==> src/rtl/depth_chain_pkg.sv <==
package depth_chain_pkg;
  typedef enum logic [0:0] {
    ROLE_WR = 1'b0,
    ROLE_RD = 1'b1
  } role_e;

  localparam int NUM_ROLES = 2;
  localparam int RST_STAGES = 2;
endpackage

==> src/rtl/depth_chain_rst_sync.sv <==
module depth_chain_rst_sync #(
  parameter int STAGES = 2
) (
  input  logic clk,
  input  logic rst_n,
  output logic rst_int_n
);
  logic [STAGES-1:0] sync_q;
  logic [STAGES-1:0] sync_d;

  always_comb begin
    sync_d = {sync_q[STAGES-2:0], 1'b1};
  end

  always_ff @(posedge clk or negedge rst_n) begin
    if (!rst_n) begin
      sync_q <= '0;
    end else begin
      sync_q <= sync_d;
    end
  end

  assign rst_int_n = sync_q[STAGES-1];
endmodule

==> src/rtl/depth_chain_role.sv <==
// Ownership of one role (write or read) in the chain.
module depth_chain_role (
  input  logic clk,
  input  logic rst_n,
  input  logic load_init,
  input  logic init_val,
  input  logic req,
  input  logic last,
  input  logic xin,
  output logic en,
  output logic jump,
  output logic tok,
  output logic handoff
);
  logic tok_q, tok_d;
  logic arm_q, arm_d;

  always_comb begin
    en      = req & (tok_q | arm_q);
    jump    = en & ~tok_q;
    handoff = en & last;
    if (load_init) begin
      tok_d = init_val;
    end else begin
      tok_d = (tok_q | jump) & ~handoff;
    end
    // a new pulse re-arms even in the cycle an older arm is used
    arm_d = xin | (arm_q & ~jump);
  end

  always_ff @(posedge clk or negedge rst_n) begin
    if (!rst_n) begin
      tok_q <= 1'b0;
      arm_q <= 1'b0;
    end else begin
      tok_q <= tok_d;
      arm_q <= arm_d;
    end
  end

  assign tok = tok_q;
endmodule

==> src/rtl/depth_chain_pulse_merge.sv <==
// Serialises hand-off events onto one pulse line; lower index wins.
module depth_chain_pulse_merge #(
  parameter int N = 2
) (
  input  logic         clk,
  input  logic         rst_n,
  input  logic [N-1:0] events,
  output logic         pulse
);
  logic [N-1:0] pend_q, pend_d;
  logic [N-1:0] cur;
  logic [N-1:0] grant;
  logic         pulse_q, pulse_d;

  always_comb begin
    cur     = pend_q | events;
    grant   = cur & (~cur + 1'b1);
    pend_d  = cur & ~grant;
    pulse_d = |cur;
  end

  always_ff @(posedge clk or negedge rst_n) begin
    if (!rst_n) begin
      pend_q  <= '0;
      pulse_q <= 1'b0;
    end else begin
      pend_q  <= pend_d;
      pulse_q <= pulse_d;
    end
  end

  assign pulse = pulse_q;
endmodule

==> src/rtl/depth_chain_ctrl.sv <==
module depth_chain_ctrl
  import depth_chain_pkg::*;
#(
  parameter int SYNC_STAGES = RST_STAGES
) (
  input  logic clk,
  input  logic rst_n,
  input  logic first_n,
  input  logic xin,
  input  logic wr_req,
  input  logic wr_last,
  input  logic rd_req,
  input  logic rd_last,
  output logic wr_en,
  output logic rd_en,
  output logic wr_jump,
  output logic rd_jump,
  output logic wr_tok,
  output logic rd_tok,
  output logic xout
);
  logic                 rst_int_n;
  logic                 ready_q;
  logic [NUM_ROLES-1:0] req_v, last_v, en_v, jump_v, tok_v, ho_v;

  depth_chain_rst_sync #(.STAGES(SYNC_STAGES)) u_rst (
    .clk       (clk),
    .rst_n     (rst_n),
    .rst_int_n (rst_int_n)
  );

  // one cycle after internal release the strap is loaded into the tokens
  always_ff @(posedge clk or negedge rst_int_n) begin
    if (!rst_int_n) begin
      ready_q <= 1'b0;
    end else begin
      ready_q <= 1'b1;
    end
  end

  assign req_v[ROLE_WR]  = wr_req;
  assign req_v[ROLE_RD]  = rd_req;
  assign last_v[ROLE_WR] = wr_last;
  assign last_v[ROLE_RD] = rd_last;

  for (genvar g = 0; g < NUM_ROLES; g++) begin : g_role
    depth_chain_role u_role (
      .clk       (clk),
      .rst_n     (rst_int_n),
      .load_init (~ready_q),
      .init_val  (~first_n),
      .req       (req_v[g]),
      .last      (last_v[g]),
      .xin       (xin),
      .en        (en_v[g]),
      .jump      (jump_v[g]),
      .tok       (tok_v[g]),
      .handoff   (ho_v[g])
    );
  end

  depth_chain_pulse_merge #(.N(NUM_ROLES)) u_merge (
    .clk    (clk),
    .rst_n  (rst_int_n),
    .events (ho_v),
    .pulse  (xout)
  );

  assign wr_en   = en_v[ROLE_WR];
  assign rd_en   = en_v[ROLE_RD];
  assign wr_jump = jump_v[ROLE_WR];
  assign rd_jump = jump_v[ROLE_RD];
  assign wr_tok  = tok_v[ROLE_WR];
  assign rd_tok  = tok_v[ROLE_RD];
endmodule

==> config.mk <==
export PLATFORM = sky130hd
export DESIGN_NAME = depth_chain_ctrl
export DESIGN_NICKNAME = d
export VERILOG_FILES = /design/src/rtl/depth_chain_pkg.sv /design/src/rtl/depth_chain_rst_sync.sv /design/src/rtl/depth_chain_role.sv /design/src/rtl/depth_chain_pulse_merge.sv /design/src/rtl/depth_chain_ctrl.sv
export SDC_FILE = /design/constraint.sdc
export NUM_CORES = 1
export LEC_CHECK = 0
export BUFFER_PORTS_ARGS = -buffer_cell sky130_fd_sc_hd__buf_2
export CAP_MARGIN = 10
export CORE_AREA = 3 3 40 42
export CTS_CLUSTER_SIZE = 25
export DETAILED_ROUTE_END_ITERATION = 8
export DIE_AREA = 0 0 43 45
export SYNTH_ARGS = -nofsm -noshare
export SYNTH_HDL_FRONTEND = slang
export SYNTH_SLANG_ARGS = --single-unit
==> constraint.sdc <==
create_clock -name clk -period 1.1 [get_ports clk]
set_input_delay 0.275 -clock clk [delete_from_list [all_inputs] [get_ports clk]]
set_output_delay 0.275 -clock clk [all_outputs]
set_load 0.02 [all_outputs]
==> results of run 1 <==
[through the flow]
stage | power [uW] | utilization | setup TNS (ns) | instance area, um2 | instances
finish | 821 | 0.465 | -1.38 | 598 | 71
global route | 872 | 0.465 | -1.61 | 598 | 71
CTS | 828 | 0.455 | -1.36 | 584 | 70
detailed placement | 544 | 0.401 | -0.171 | 515 | 65
global placement | 539 | 0.401 | -0.150 | 515 | 65
floorplan | 465 | - | -0.208 | 382 | 30
[metal layers]
metal	routed length (um)	vias to the layer above	share of wire
met5	0	-	0
met4	0	0	0
met3	68	0	0.086
met2	391	12	0.49
met1	332	135	0.42
li1	-	156	-
[worst reg2reg max path, stage by stage (launching register included)]
cell and delay [ns]:
dfrtp_2 0.41, buf_4 0.15, o211ai_1 0.20, nand3_1 0.10
[logic make-up after synthesis]
family                 count (synthesis)  synth area share
AOI/OAI and AO/OA                     13             0.259
buffers and inverters                  1            0.0105
DFF                                    9             0.629
other                                  1            0.0105
and+or+nand+nor                        5            0.0909
[area by class of cell]
cell class,count,share of cell area
Sequential cell,9,0.381
Clock inverter,1,0.00837
Clock buffer,3,0.0377
Tap cell,15,0.0314
Timing Repair Buffer,22,0.285
Inverter,1,0.00628
Multi-Input combinational cell,20,0.251
[cells in the final DEF (no fill, tap or decap), types with 3 or more instances in the layout]
| master | count |
|---|---|
| buf_2 | 8 |
| buf_6 | 6 |
| a21oi_1 | 3 |
| dfrtp_1 | 7 |
| buf_4 | 7 |
| clkbuf_4 | 3 |
[how the worst min path moves through the flow]
stage                          from           endpoint  slack, ns  cells past startpoint
floorplan                     rst_n    u_rst.sync_q[0]      -0.02                      0
global placement              rst_n    u_rst.sync_q[1]       0.06                      1
detailed placement            rst_n    u_rst.sync_q[1]       0.06                      1
CTS                 u_rst.sync_q[1]            ready_q       0.13                      0
global route        u_rst.sync_q[1]  u_merge.pend_q[1]       0.15                      0
finish              u_rst.sync_q[1]            ready_q       0.12                      0
[timing repair]
action,in CTS,in global routing
setup endpoints to repair,6,6
setup buffers,0,1
gates resized for setup,10,2
hold buffers,1,0
hold endpoints to repair,2,0
[where the power goes]
group	switching [uW]	internal, uW	total [uW]
Combinational	85.1	109	194
Sequential	18.9	356	375
Clock	118	134	252
==> results.rst, run 1 <==
.. list-table::
   :header-rows: 1

   * - Metric
     - Value
   * - Seq cells post-synth
     - 9
   * - Initial Util
     - 0.278
   * - Highest cell delay on the worst timing path
     - 0.41 ns
   * - Final worst setup slack
     - -0.352 ns
   * - Die Y
     - 45 um
   * - 1st-iter DRT viols
     - 3
   * - Worst slack on hold paths
     - 0.123 ns
   * - Leakage Power
     - 0.000292 uW
   * - Top flip-flop cell by instance count after synthesis
     - dfrtp_1
   * - Number of levels the H-tree was split into
     - 1
   * - Total die area
     - 0.00194 mm2
   * - Floorplan row count
     - 13
   * - Global-route wire length before repair
     - 1.35 mm
   * - Number of instances in the synthesized netlist
     - 29
   * - FFs w/ async S/R, synth
     - 1.00
   * - Count of antenna diodes in the layout
     - 0
   * - Clock Pin Slew Worst Setup and Hold Paths
     - 0.07 ns
   * - Mean instance size in the synthesized netlist
     - 12.3 um2
   * - Root Driver
     - clkbuf_4
   * - Kind of cell adding the most delay to the critical path
     - flip-flops
   * - Clock period minus worst slack
     - 1.45 ns
   * - Reg2reg path depth
     - 3
   * - Timing-limited maximum frequency
     - 689 MHz
   * - Post-synth top cells
     - 9 x dfrtp_1, 3 x a21oi_1
   * - Logic depth of the worst path, buffers included
     - 3
   * - Sum of routed wire length over all layers
     - 792 um
   * - Most area-hungry cell type in the Yosys netlist
     - dfrtp_1
   * - Gr usage total
     - 0.0977
   * - Area occupied by registers
     - 228 um2
   * - Peak-usage layer in the global routing report
     - met2
   * - Met2 demand-to-capacity share in global routing
     - 0.153
   * - Sinks on the clock net
     - 9
   * - Crit Path Max Fanout
     - 2
   * - Overflow left after global routing
     - 0
   * - Worst clock skew on the final layout
     - 0.00286 ns
   * - Share of the clock period used by the worst path
     - 1.32
   * - Proportion of netlist area held by the largest area contributor
     - 0.629
   * - Via count of the first global-routing pass
     - 306
   * - Type of the tightest min-delay check
     - reg2async
   * - TritonCTS Buffers
     - 3
   * - Worst setup SP type
     - flip-flop
   * - Highest ir drop seen on vdd
     - 0.656 mV
   * - Multi-input combinational cell area
     - 150 um2
   * - CTS tree
     - yes
   * - GRT met1 Usage
     - 0.122
   * - Critical-path cell with the highest stage delay
     - dfrtp_2
   * - Final slew viol count
     - 0
   * - Power per cell area
     - 1370 mW/mm2
   * - Maximum number of pins on one net before global-route repair
     - 8
   * - Count of antenna-violating nets left after detailed routing
     - 0
   * - End of the critical path
     - rd_jump
   * - Setup repair after global routing missed its margin
     - true
   * - Synth Warn #
     - 0
   * - First-pass iteration count of the detailed router
     - 4
   * - Bufs and invs on worst path
     - 1
   * - Area overhead of the layout relative to synthesis
     - 67.1%
   * - Max-cap violations
     - 0
   * - Post-DR wirelength/cell
     - 11.2 um
   * - M3 GR Usage
     - 0.0398
   * - Leading cell types by total area after synthesis
     - dfrtp_1 63%, a21bo_1 5.6%, a21oi_1 4.2%, a21o_1 4.2%, and2b_1 4.2%
   * - Count of flip-flops with a built-in enable after synthesis
     - 0
   * - FF-to-FF End
     - u_merge.pulse
   * - Sort of element at the end of the critical path
     - output pin
   * - Share of post-route cells with drive strength above 1
     - 0.554
   * - Final number of hold-violating endpoints
     - 0
   * - CP required
     - 0.82 ns
   * - Filler instances
     - 129
   * - Count of buffers inserted at the top-level ports
     - 14
   * - DRC violations left
     - 0
   * - Clock latency reported for the late side of the worst-skew pair
     - 0.25 ns
   * - Number of antenna violations at the first check in global routing
     - 0
   * - Detail-routed via count per cell
     - 4.27
   * - Clock tree buffer depth
     - 2
   * - HPWL after detailed placement
     - 638 um
   * - Cell with the most instances after synthesis
     - dfrtp_1
   * - Detailed-route via count
     - 303
   * - Die span in x
     - 43 um
   * - Worst-case setup slack after placement
     - -0.0911 ns
   * - Run status
     - complete, but fails checks
   * - Post-synthesis cell area
     - 358 um2
   * - Io pins
     - 15
   * - Setup-failing EPs final
     - 6
   * - Global placement routability congestion
     - 0.742
   * - Total number of nets in the final design
     - 65
   * - Worst path arrival time
     - 1.18 ns
   * - Core footprint
     - 0.00128 mm2
   * - Sequential cell area fraction in the yosys report
     - 0.629
   * - Setup slack on the worst flop-to-flop path
     - 0.11 ns
   * - Violations in the final reports
     - negative setup slack
   * - Worst Path Class, Setup
     - reg2out
   * - Worst-path cell chain
     - o21a_4, and2b_2, buf_6
   * - Unique cell type count in the Yosys netlist
     - 12
No activity file was read; power rests on OpenSTA's default activity.
==> run 2, diff against run 1 <==
==> constraint.sdc (replaced) <==
create_clock -name clk -period 1.35 [get_ports clk]
set_input_delay 0.3375 -clock clk [delete_from_list [all_inputs] [get_ports clk]]
set_output_delay 0.3375 -clock clk [all_outputs]
set_load 0.02 [all_outputs]
==> results.rst, run 2 (synthesized netlist as in run 1, its figures left out) <==
.. list-table::
   :header-rows: 1

   * - Metric
     - Value
   * - Setup repair after global routing missed its margin
     - true (unchanged)
   * - Violations in the final reports
     - negative setup slack (unchanged)
   * - Clock period minus worst slack
     - 1.45 ns
   * - Critical-path cell with the highest stage delay
     - dfrtp_1 (was dfrtp_2)
   * - Worst setup SP type
     - flip-flop (unchanged)
   * - Total number of nets in the final design
     - 64 (was 65)
   * - Die span in x
     - 43 um (unchanged)
   * - Die Y
     - 45 um (unchanged)
   * - Worst slack on hold paths
     - 0.106 ns (was 0.123 ns)
   * - Floorplan row count
     - 13 (unchanged)
   * - Clock Pin Slew Worst Setup and Hold Paths
     - 0.06 ns (was 0.07 ns)
   * - Worst-path cell chain
     - o21a_1, and2b_1, buf_6 (was o21a_4, and2b_2, buf_6)
   * - Clock tree buffer depth
     - 2 (unchanged)
   * - Sort of element at the end of the critical path
     - output pin (unchanged)
   * - Count of antenna diodes in the layout
     - 0 (unchanged)
   * - Crit Path Max Fanout
     - 2 (unchanged)
   * - Share of post-route cells with drive strength above 1
     - 0.418 (was 0.554)
   * - Worst clock skew on the final layout
     - 0.00401 ns (was 0.00286 ns)
   * - DRC violations left
     - 0 (unchanged)
   * - Number of antenna violations at the first check in global routing
     - 0 (unchanged)
   * - Count of antenna-violating nets left after detailed routing
     - 0 (unchanged)
   * - Root Driver
     - clkbuf_4 (unchanged)
   * - Highest cell delay on the worst timing path
     - 0.39 ns (was 0.41 ns)
   * - Kind of cell adding the most delay to the critical path
     - flip-flops (unchanged)
   * - 1st-iter DRT viols
     - 5 (was 3)
   * - Worst-case setup slack after placement
     - 0.136 ns (was -0.0911 ns)
   * - CP required
     - 1.01 ns (was 0.82 ns)
   * - Initial Util
     - 0.278 (unchanged)
   * - Highest ir drop seen on vdd
     - 0.734 mV (was 0.656 mV)
   * - Global-route wire length before repair
     - 1.41 mm (was 1.35 mm)
   * - Area occupied by registers
     - 225 um2 (was 228 um2)
   * - Sum of routed wire length over all layers
     - 839 um (was 792 um)
   * - Final worst setup slack
     - -0.104 ns (was -0.352 ns)
   * - Final instance area
     - 558 um2 (was 598 um2)
   * - Util after Layout
     - 0.434 (was 0.465)
   * - Leakage Power
     - 0.000281 uW (was 0.000292 uW)
   * - Core footprint
     - 0.00128 mm2 (unchanged)
   * - Worst Path Class, Setup
     - reg2out (unchanged)
   * - Overflow left after global routing
     - 0 (unchanged)
   * - Count of buffers inserted at the top-level ports
     - 14 (unchanged)
   * - Via count of the first global-routing pass
     - 322 (was 306)
   * - Total chip power
     - 652 uW (was 821 uW)
   * - First-pass iteration count of the detailed router
     - 4 (unchanged)
   * - Number of levels the H-tree was split into
     - 1 (unchanged)
   * - Maximum number of pins on one net before global-route repair
     - 8 (unchanged)
   * - Final slew viol count
     - 0 (unchanged)
   * - Clock latency reported for the late side of the worst-skew pair
     - 0.25 ns (about the same)
   * - Bufs and invs on worst path
     - 1 (unchanged)
   * - Max-cap violations
     - 0 (unchanged)
   * - Post-DR wirelength/cell
     - 12.0 um (was 11.2 um)
   * - Filler instances
     - 126 (was 129)
   * - Final number of hold-violating endpoints
     - 0 (unchanged)
   * - TritonCTS Buffers
     - 3 (unchanged)
   * - Worst path arrival time
     - 1.12 ns (was 1.18 ns)
   * - Global placement routability congestion
     - 0.676 (was 0.742)
   * - CTS tree
     - yes (unchanged)
   * - Most common cell after layout, fill and taps aside
     - buf_2 (unchanged)
   * - Multi-input combinational cell area
     - 133 um2 (was 150 um2)
   * - Area overhead of the layout relative to synthesis
     - 55.9% (was 67.1%)
   * - Sinks on the clock net
     - 9 (unchanged)
   * - Detail-routed via count per cell
     - 4.49 (was 4.27)
   * - Type of the tightest min-delay check
     - reg2async (unchanged)
   * - Total die area
     - 0.00194 mm2 (unchanged)
   * - Run status
     - complete, but fails checks (unchanged)
   * - Share of the clock period used by the worst path
     - 1.08
   * - Post-Place Cell Area
     - 450 um2 (was 515 um2)
   * - Gr usage total
     - 0.100 (was 0.0977)
   * - Setup-failing EPs final
     - 2 (was 6)
   * - Detailed-route via count
     - 314 (was 303)
   * - Io pins
     - 15 (unchanged)
   * - Highest-count cells in the layout ignoring fill and taps
     - 11 x buf_2, 9 x dfrtp_1, 5 x buf_6 (was 8 x buf_2, 7 x dfrtp_1, 7 x buf_4)
   * - Timing-limited maximum frequency
     - 688 MHz
   * - Power per cell area
     - 1170 mW/mm2 (was 1370 mW/mm2)
==> run 2: cell count changes in the layout (fill, tap and decap cells not counted), sizes merged <==
| cell | previous run | this run |
|---|---|---|
| buf | 21 | 20 |
| clkbuf | 3 | 4 |
| clkinv | 1 | 0 |
==> run 2: per-layer routing <==
layer  GRT usage  share of wire
met1       0.108           0.37
met2       0.171           0.54
met3      0.0637          0.066
met4      0.0181          0.020
met5           0              0
==> run 2: final timing paths <==
kind	endpoint	slack, ns	depth (start not counted)
min in group clk	g_role[1].u_role.arm_q	0.30	2
setup / recovery	wr_jump	-0.10	3
setup reg to reg	g_role[0].u_role.arm_q	0.16	5
hold reg to reg	u_merge.pend_q[1]	0.11	0
max in group asynchronous	u_rst.sync_q[0]	0.86	2
hold / removal	u_merge.pend_q[1]	0.11	0
==> run 2: through the flow <==
stage | setup TNS, ns | cells
floorplan | 0 | 30
global placement | 0 | 59
detailed placement | 0 | 59
CTS | -0.204 | 69
global route | -0.382 | 70
finish | -0.202 | 70
==> run 2: area by class of cell <==
cell class / count / area share
Inverter: 1 / 0.00673
Tap cell: 15 / 0.0336
Multi-Input combinational cell: 20 / 0.238
Sequential cell: 9 / 0.404
Timing Repair Buffer: 21 / 0.271
Clock buffer: 4 / 0.0471
==> run 2: power by group <==
group / total [uW] / leakage, uW / internal, uW / switching, uW
Sequential: 303 / 0.000105 / 290 / 13.1
Clock: 199 / 0.0000150 / 113 / 85.6
Combinational: 150 / 0.000160 / 78.5 / 71.4
Total: 652 / 0.000281 / 481 / 170
==> run 2: timing repair <==
item,CTS,global route
endpoints found under the hold margin,2,0
buffers inserted,5,1
gates resized for setup,7,1
hold buffers,1,0
endpoints found under the setup margin,4,5
pin swaps,2,1
